`config.mk`:
```
export PLATFORM = sky130hd
export DESIGN_NAME = rx_char_queue
export DESIGN_NICKNAME = d
export VERILOG_FILES = /design/src/rtl/rx_char_queue.sv
export SDC_FILE = /design/constraint.sdc
export NUM_CORES = 1
export LEC_CHECK = 0
export ABC_CLOCK_PERIOD_IN_PS = 8210
export BUFFER_PORTS_ARGS = -buffer_cell sky130_fd_sc_hd__buf_4
export CELL_PAD_IN_SITES_DETAIL_PLACEMENT = 1
export CELL_PAD_IN_SITES_GLOBAL_PLACEMENT = 1
export CORE_ASPECT_RATIO = 1.25
export CORE_MARGIN = 8
export CORE_UTILIZATION = 45
export CTS_CLUSTER_SIZE = 8
export DETAILED_ROUTE_END_ITERATION = 10
export GPL_TIMING_DRIVEN = 0
export PLACE_DENSITY_LB_ADDON = 0.1
export SLEW_MARGIN = 20
export SYNTH_ARGS = -nofsm -noshare
export SYNTH_HDL_FRONTEND = slang
export SYNTH_SLANG_ARGS = --single-unit
export TNS_END_PERCENT = 5
```
`constraint.sdc`:
```
create_clock -name clk -period 8.21 [get_ports clk]
set_input_delay 1.2315 -clock clk [delete_from_list [all_inputs] [get_ports clk]]
set_output_delay 1.2315 -clock clk [all_outputs]
set_load 0.1 [all_outputs]
```
`src/rtl/rx_char_queue.sv`:
```
module rx_char_queue #(
  parameter int DEPTH   = 16,
  parameter int WIDTH   = 12,
  parameter int TRIGGER = 1,
  parameter int BRK_BIT = 10
) (
  input  logic             clk,
  input  logic             rst_n,
  input  logic             push_i,
  input  logic [WIDTH-1:0] push_data_i,
  input  logic             pop_i,
  input  logic             brk_i,
  input  logic             fifo_en_i,
  input  logic             fifo_rst_i,
  output logic [WIDTH-1:0] rd_data_o,
  output logic             empty_o,
  output logic             full_o,
  output logic             rx_irq_o,
  output logic             can_accept_o,
  output logic             brk_err_o
);
  localparam int PW = $clog2(DEPTH);
  localparam int CW = $clog2(DEPTH + 1);

  logic [WIDTH-1:0] mem [DEPTH];
  logic [PW-1:0]    rd_ptr;
  logic [CW-1:0]    cnt;
  logic             en_q, full_q, irq_q, brk_q;

  wire [PW-1:0]    mask      = en_q ? PW'(DEPTH - 1) : '0;
  wire [CW-1:0]    eff_depth = en_q ? CW'(DEPTH) : CW'(1);
  wire             flush     = fifo_rst_i | (fifo_en_i != en_q);
  wire             brk_push  = brk_i & ~en_q;
  wire             wr_req    = push_i | brk_push;
  wire [WIDTH-1:0] wr_word   = brk_push ? (WIDTH'(1) << BRK_BIT) : push_data_i;
  wire             do_pop    = pop_i & (cnt != '0);
  wire [CW-1:0]    cnt_pop   = cnt - CW'(do_pop);
  wire             do_push   = wr_req & (cnt_pop < eff_depth);
  wire [CW-1:0]    cnt_nxt   = cnt_pop + CW'(do_push);
  wire [PW-1:0]    wr_slot   = (rd_ptr + PW'(cnt)) & mask;
  wire [PW-1:0]    rd_nxt    = do_pop ? ((rd_ptr + PW'(1)) & mask) : rd_ptr;

  always_ff @(posedge clk or negedge rst_n) begin
    if (!rst_n) begin
      rd_ptr <= '0;
      cnt    <= '0;
      en_q   <= 1'b0;
      full_q <= 1'b0;
      irq_q  <= 1'b0;
      brk_q  <= 1'b0;
    end else begin
      en_q <= fifo_en_i;
      if (flush) begin
        rd_ptr <= '0;
        cnt    <= '0;
        full_q <= 1'b0;
        brk_q  <= 1'b0;
      end else begin
        rd_ptr <= rd_nxt;
        cnt    <= cnt_nxt;
        if (do_push && cnt_nxt == eff_depth) full_q <= 1'b1;
        else if (pop_i)                      full_q <= 1'b0;
        if (do_push && cnt_nxt == CW'(TRIGGER))                irq_q <= 1'b1;
        else if (pop_i && (cnt_pop + CW'(1)) == CW'(TRIGGER)) irq_q <= 1'b0;
        if (brk_push) brk_q <= 1'b1;
      end
    end
  end

  always_ff @(posedge clk) begin
    if (!flush && do_push) mem[wr_slot] <= wr_word;
  end

  assign rd_data_o    = mem[rd_ptr];
  assign empty_o      = (cnt == '0);
  assign full_o       = full_q;
  assign rx_irq_o     = irq_q;
  assign can_accept_o = (cnt < eff_depth);
  assign brk_err_o    = brk_q;


  no_overflow_chk: assert property (@(posedge clk) disable iff (!rst_n)
    cnt <= eff_depth);


  full_match_chk: assert property (@(posedge clk) disable iff (!rst_n)
    full_o == (cnt == eff_depth));


  drop_stable_chk: assert property (@(posedge clk) disable iff (!rst_n)
    (push_i && !can_accept_o && !pop_i && !flush) |=> (full_o && !can_accept_o));


  irq_raise_chk: assert property (@(posedge clk) disable iff (!rst_n)
    (push_i && empty_o && !pop_i && !flush) |=> rx_irq_o);


  irq_drop_chk: assert property (@(posedge clk) disable iff (!rst_n)
    (pop_i && (empty_o || cnt == CW'(1)) && !push_i && !brk_i && !flush) |=> !rx_irq_o);


  flush_chk: assert property (@(posedge clk) disable iff (!rst_n)
    flush |=> (empty_o && !full_o && $stable(rx_irq_o)));


  brk_ignored_chk: assert property (@(posedge clk) disable iff (!rst_n)
    (brk_i && en_q && fifo_en_i && !fifo_rst_i && !push_i && !pop_i) |=> $stable(cnt));
endmodule

```
; ---- Yosys cells after proc, flatten, opt, wreduce, memory -nomap -nowiden
; Memory sizes are Yosys's and may differ from the RTL's.
; Cells that the tools add are included.
; W data, S select, Z words.
[totals]
mem_bits_rw = 192
regBits = 13
latchBits = 0
mem_bits_ro = 0
wordCells = 54
out_inout_bits = 17
mem_count = 1
inputBits = 19
[classes]
n_addsub = 5
eq_ne = 4
mux = 15
shifts = 0
bitwise = 9
order_cmp = 2
div = 0
n_reduce_logical = 12
multipliers = 0
[mem_list]
columns = name, words, word_bits, read_ports, rd_clocked_by_memory_dff, write_ports, line
row1 = mem, 16, 12, 1, 0, 1, 25  ; logic [WIDTH-1:0] mem [DEPTH];
[ops]
columns = cell, count
row1 = $mux W12, 1
row2 = $mux W4, 3
row3 = $eq A5 B1 Y1 const B, 2
row4 = $lt A5 B5 Y1, 2
row5 = $mux W5, 2
row6 = $mux W1, 9
row7 = $and A4 B4 Y4, 2
row8 = $reduce_bool A2 Y1, 3
row9 = $add A5 B1 Y5, 1
row10 = $add A5 B1 Y5 const B, 1
row11 = $eq A5 B5 Y1, 1
row12 = $logic_not A5 Y1, 1
row13 = $reduce_bool A5 Y1, 1
row14 = $sub A5 B1 Y5, 1
row15 = $add A4 B1 Y4 const B, 1
row16 = $add A4 B4 Y4, 1
row17 = $logic_and A1 B1 Y1, 4
row18 = $and A1 B1 Y1, 3
row19 = $reduce_bool A3 Y1, 1
row20 = $not A1 Y1, 2
row21 = $or A1 B1 Y1, 2
row22 = $reduce_and A2 Y1, 1
row23 = $logic_not A1 Y1, 1
row24 = $ne A1 B1 Y1, 1

; ---- Longest topological paths before layout
[logic_depth]
word_depth = 10
ltp_mapped = 19
depth_no_buf = 18

; ---- Worst setup path before layout
; Ideal clock, no wire load.
[synth_path]
path_kind = in2reg
from = input pop_i
to = memory mem[8][0], enable pin
setup_time_ns = 0.396
stages = 11
n_path_buf = 0
arrival_time_ns = 4.204
setup_slack_ns = 3.610
required_ns = 7.814
cell_sequence = o21ai_4 > inv_2 > ha_1 > ha_1 > nand2b_4 > nor2_1 > xor2_1 > ha_1 > or3b_2 > a221o_1 > nor3_1
[synth_via]
elab_chain_len = 7
[synth_lines]
columns = element, line
row1 = from (decl), 11  ; input logic pop_i,
row2 = $and A1 B1 Y1, 36  ; wire do_pop = pop_i & (cnt != '0);
row3 = $sub A5 B1 Y5, 37  ; wire [CW-1:0] cnt_pop = cnt - CW'(do_pop);
row4 = $lt A5 B5 Y1, 38  ; wire do_push = wr_req & (cnt_pop < eff_depth);
row5 = $and A1 B1 Y1, 38
row6 = $logic_and A1 B1 Y1, 71  ; if (!flush && do_push) mem[wr_slot] <= wr_word;
row7 = $mux W1, 71
row8 = $mux W1 (implied by the code), 71
row9 = to (decl), 25
; No other way between the ends.

; ---- Worst setup path after layout
[layout_path]
from = register cnt[2]
to = register full_q, in the netlist full_o
[layout_via]
elab_chain_len = 10
word_cells_on_any_way = 11
classes_between = 2 x add/sub / 1 x order compare / 1 x eq/ne / 2 x mux / 2 x bitwise / 3 x reduce/logical
[layout_lines]
columns = element, line
row1 = from (decl), 27  ; logic [CW-1:0] cnt;
row2 = from (signal assigned), 60  ; cnt <= cnt_nxt;
row3 = $reduce_bool A5 Y1, 36
row4 = $and A1 B1 Y1, 36
row5 = $sub A5 B1 Y5 (*), 37
row6 = $lt A5 B5 Y1, 38
row7 = $and A1 B1 Y1, 38
row8 = $add A5 B1 Y5, 39  ; wire [CW-1:0] cnt_nxt = cnt_pop + CW'(do_push);
row9 = $eq A5 B5 Y1, 61  ; if (do_push && cnt_nxt == eff_depth) full_q <= 1'b1;
row10 = $logic_and A1 B1 Y1 (*), 61
row11 = $mux W1, 61
row12 = $mux W1, 53  ; if (flush) begin
row13 = to (signal assigned), 56  ; full_q <= 1'b0;
row14 = to (signal assigned), 61
row15 = to (signal assigned), 62  ; else if (pop_i) full_q <= 1'b0;
row16 = to (decl), 28  ; logic en_q, full_q, irq_q, brk_q;
; Every way passes the cells marked *; elsewhere a longest branch is shown, timed or not.
; A chain may end at the register's enable or synchronous reset.

==> reports/results.ini <==
[setup_path]
end_kind = flip-flop
cp.depth = 19
crit_buf_inv = 2
crit_arrival_ns = 5.37
slowest_delay_ns = 0.56
cp_top_family = adder cells
critical-path-slowest-cell = or4_4
cp_cell_sequence = buf_6 > or4_4 > o21ai_4 > inv_2 > ha_1 > ha_1 > nand2b_4 > nor2_1 > xor2_1 > ha_1 > nand2b_1 > a221oi_1 > ha_1 > ha_1 > nand3b_1 > a31oi_1 > xor2_1 > mux2i_1 > a32o_1
crit_type = flip-flop to flip-flop
r2r_cells = 19
cp_max_fo = 9
critPathLaunchType = flip-flop
cp.required_ns = 8.61
crit_top_cell = ha_1

[clocking]
cts-resized-gates = 0
cts_root_buf = clkbuf_16
clkLatencyLatePin_ns = 0.53
cts_sinks = 205
cts_tree = done
hold_buffers = 0
clk_pin_slew_ns = 0.05
cts_inserted_buffers = 29
postCtsSetupBuffers = 0
htreeDepth = 1
clk_path_buf_depth = 3

[floorplan]
rows = 56
ios = 36
start_util = 0.460
die_area_um2 = 24000
die-height_um = 171
core_um2 = 18800
die_x_um = 140

[synthesis]
synth_top_area_share = 0.665
ys_async_sr_fraction = 0.0634
synth_seq_area_share = 0.703
synth_common_cells = 192 x edfxtp_1, 48 x mux4_2, 22 x nor2_1, 21 x nand2_1, 20 x and2_1
syn_inst = 470
syn-num-nets = 500
synth_edf_count = 192
netlist_top_cells_area = edfxtp_1 67%, mux4_2 12%, dfrtp_1 3.8%
synth_ff_type = edfxtp_1
ys_seq_elements = 205
syn-cell-area_um2 = 8670
synth.most_common_cell = edfxtp_1
synth_largest_area_cell = edfxtp_1
synth_area_per_cell_um2 = 18.4
synth.distinct_cells = 60
ys_warn_count = 0

[drt]
top_layer = met4
route.met2.wl_mm = 11.0
drt-pass1-iter-count = 4
first_iter_violations = 290
drtAntennaViolNets = 0
wl_met3_um = 785
vias = 4510
wirelength_mm = 20.3
met1_length_mm = 7.95
wl_per_cell_um = 25.6
drc = 0
vias_per_cell = 5.69

[power]
combPwrFrac = 0.224
irDropWorstVdd_mv = 0.269
switching_share = 0.296
p_leak_uw = 0.00333
power.share.sequential = 0.408
netSwitchingPower_uw = 863
power_density_nw_per_um2 = 288
internal-power_uw = 2050
clock_power_share = 0.368

[timing]
rsz0062_at_grt = no
setup_viol = 0
finalClockSkew_ns = 0.0238
relSlewSlack = 0.405
maxSlewViolCount = 0
finalCritPeriodShare = 0.605
hold_viol = 0
tightest_slew_ns = 0.892
fmax_mhz = 201
tns_ns = 0
fin_crit_ns = 4.97

[finish]
fillers = 1699
drive_gt1_frac = 0.289
syn_to_final_growth_pct = 16.8
final_cells = 793
layout.nets = 569
diodes = 0

[placed_design]
port_buffers = 35
place_congestion = 0.821
hpwl_mm = 14.1
place_inst = 740

[global_route]
grt_pass1_wl_mm = 31.0
grt_pass1_vias = 5059
grt_max_degree = 17
overflow = 0
antenna_found_initial = 0
grt_usage = 0.175

[hold_path]
min_path_cells = 1
hp-class = flip-flop to flip-flop

[run_status]
status = complete, no violations

[job]
drv_cap = 0

logic make-up after synthesis:
group,share of synthesized area
AO/OA/AOI/OAI,0.0410
XOR/XNOR,0.0111
adder cells (fa/ha/maj),0.0167
buffers and inverters,0.0254
flip-flops,0.703
multiplexers,0.138
AND/OR/NAND/NOR,0.0651
final cells by class:
cell class | instances | area, um^2 | area share
timing repair buffer | 38 | 297 | 0.0293
buffer | 24 | 179 | 0.0177
clock buffer | 51 | 808 | 0.0798
inverter | 11 | 41.3 | 0.00408
clock inverter | 2 | 13.8 | 0.00136
tap | 232 | 290 | 0.0287
multi-input combinational | 230 | 2400 | 0.238
sequential | 205 | 6090 | 0.602
sequential cells by signal, indices dropped and copies added, names as in the netlist:
name and count:
brk_err_o 1, cnt 5, en_q 1, full_o 1, mem 192, rd_ptr 4, rx_irq_o 1
stage by stage:
step / area, um^2 / total power, uW / utilization / hold WS [ns] / setup WS, ns
CTS: 10100 / 2940 / 0.537 / 0.508 / 3.21
floorplan: 8670 / 1700 / - / 0.671 / 3.61
global route: 10100 / 3020 / 0.537 / 0.519 / 3.01
finish: 10100 / 2910 / 0.537 / 0.503 / 3.24
detailed placement: 9300 / 1870 / 0.493 / 0.495 / 3.03
global placement: 9220 / 1850 / 0.489 / 0.492 / 2.03
placed cells by master, fill, tap and decap left out, types with 2 or more instances in the layout:
cell,count
nor2_2,14
o21a_1,2
xnor2_1,6
nand4b_1,2
nand3b_1,3
clkbuf_1,28
nor2_1,9
nor2b_1,5
dfrtp_1,13
and2_0,2
a21oi_1,15
mux4_2,48
buf_4,37
buf_2,7
ha_1,10
mux2i_1,10
nand2b_1,4
nor3b_2,2
edfxtp_1,192
nand3_1,4
clkbuf_16,29
a211oi_1,12
a31oi_1,5
nand2_1,21
buf_6,9
inv_1,10
a32o_1,2
xor2_1,5
nor3_2,2
and2_1,20
power by group through the flow:
stage	logic [uW]	clock network [uW]	registers, uW
final	653	1070	1190
after global routing	697	1130	1190
after CTS	662	1090	1190
after detailed placement	659	0	1210
after global placement	642	0	1210
after floorplan	476	0	1220
routing by layer:
metal,vias to the layer above,global-route usage
li1,2017,-
met1,2347,0.203
met2,106,0.327
met3,40,0.0239
met4,0,0.0596
met5,-,0
worst register-to-register path: cells and delay by family (launching register included):
family | cells | cell delay [ns]
AOI/OAI and AO/OA | 4 | 1.17
xor gates and xnor gates | 2 | 0.48
adders and majority gates | 5 | 1.41
buffers and inverters | 2 | 0.25
DFF | 1 | 0.40
muxes | 1 | 0.12
and+or+nand+nor | 5 | 1.03
worst paths after layout:
check                      startpoint  endpoint  slack [ns]
setup / recovery               cnt[2]    full_o        3.24
max in group asynchronous       rst_n    full_o        7.46
setup reg to reg               cnt[2]    full_o        3.24
hold / removal               rx_irq_o  rx_irq_o        0.50
min in group asynchronous       rst_n    cnt[3]        0.55
hold reg to reg              rx_irq_o  rx_irq_o        0.50
No activity file was read; power rests on OpenSTA's default activity.
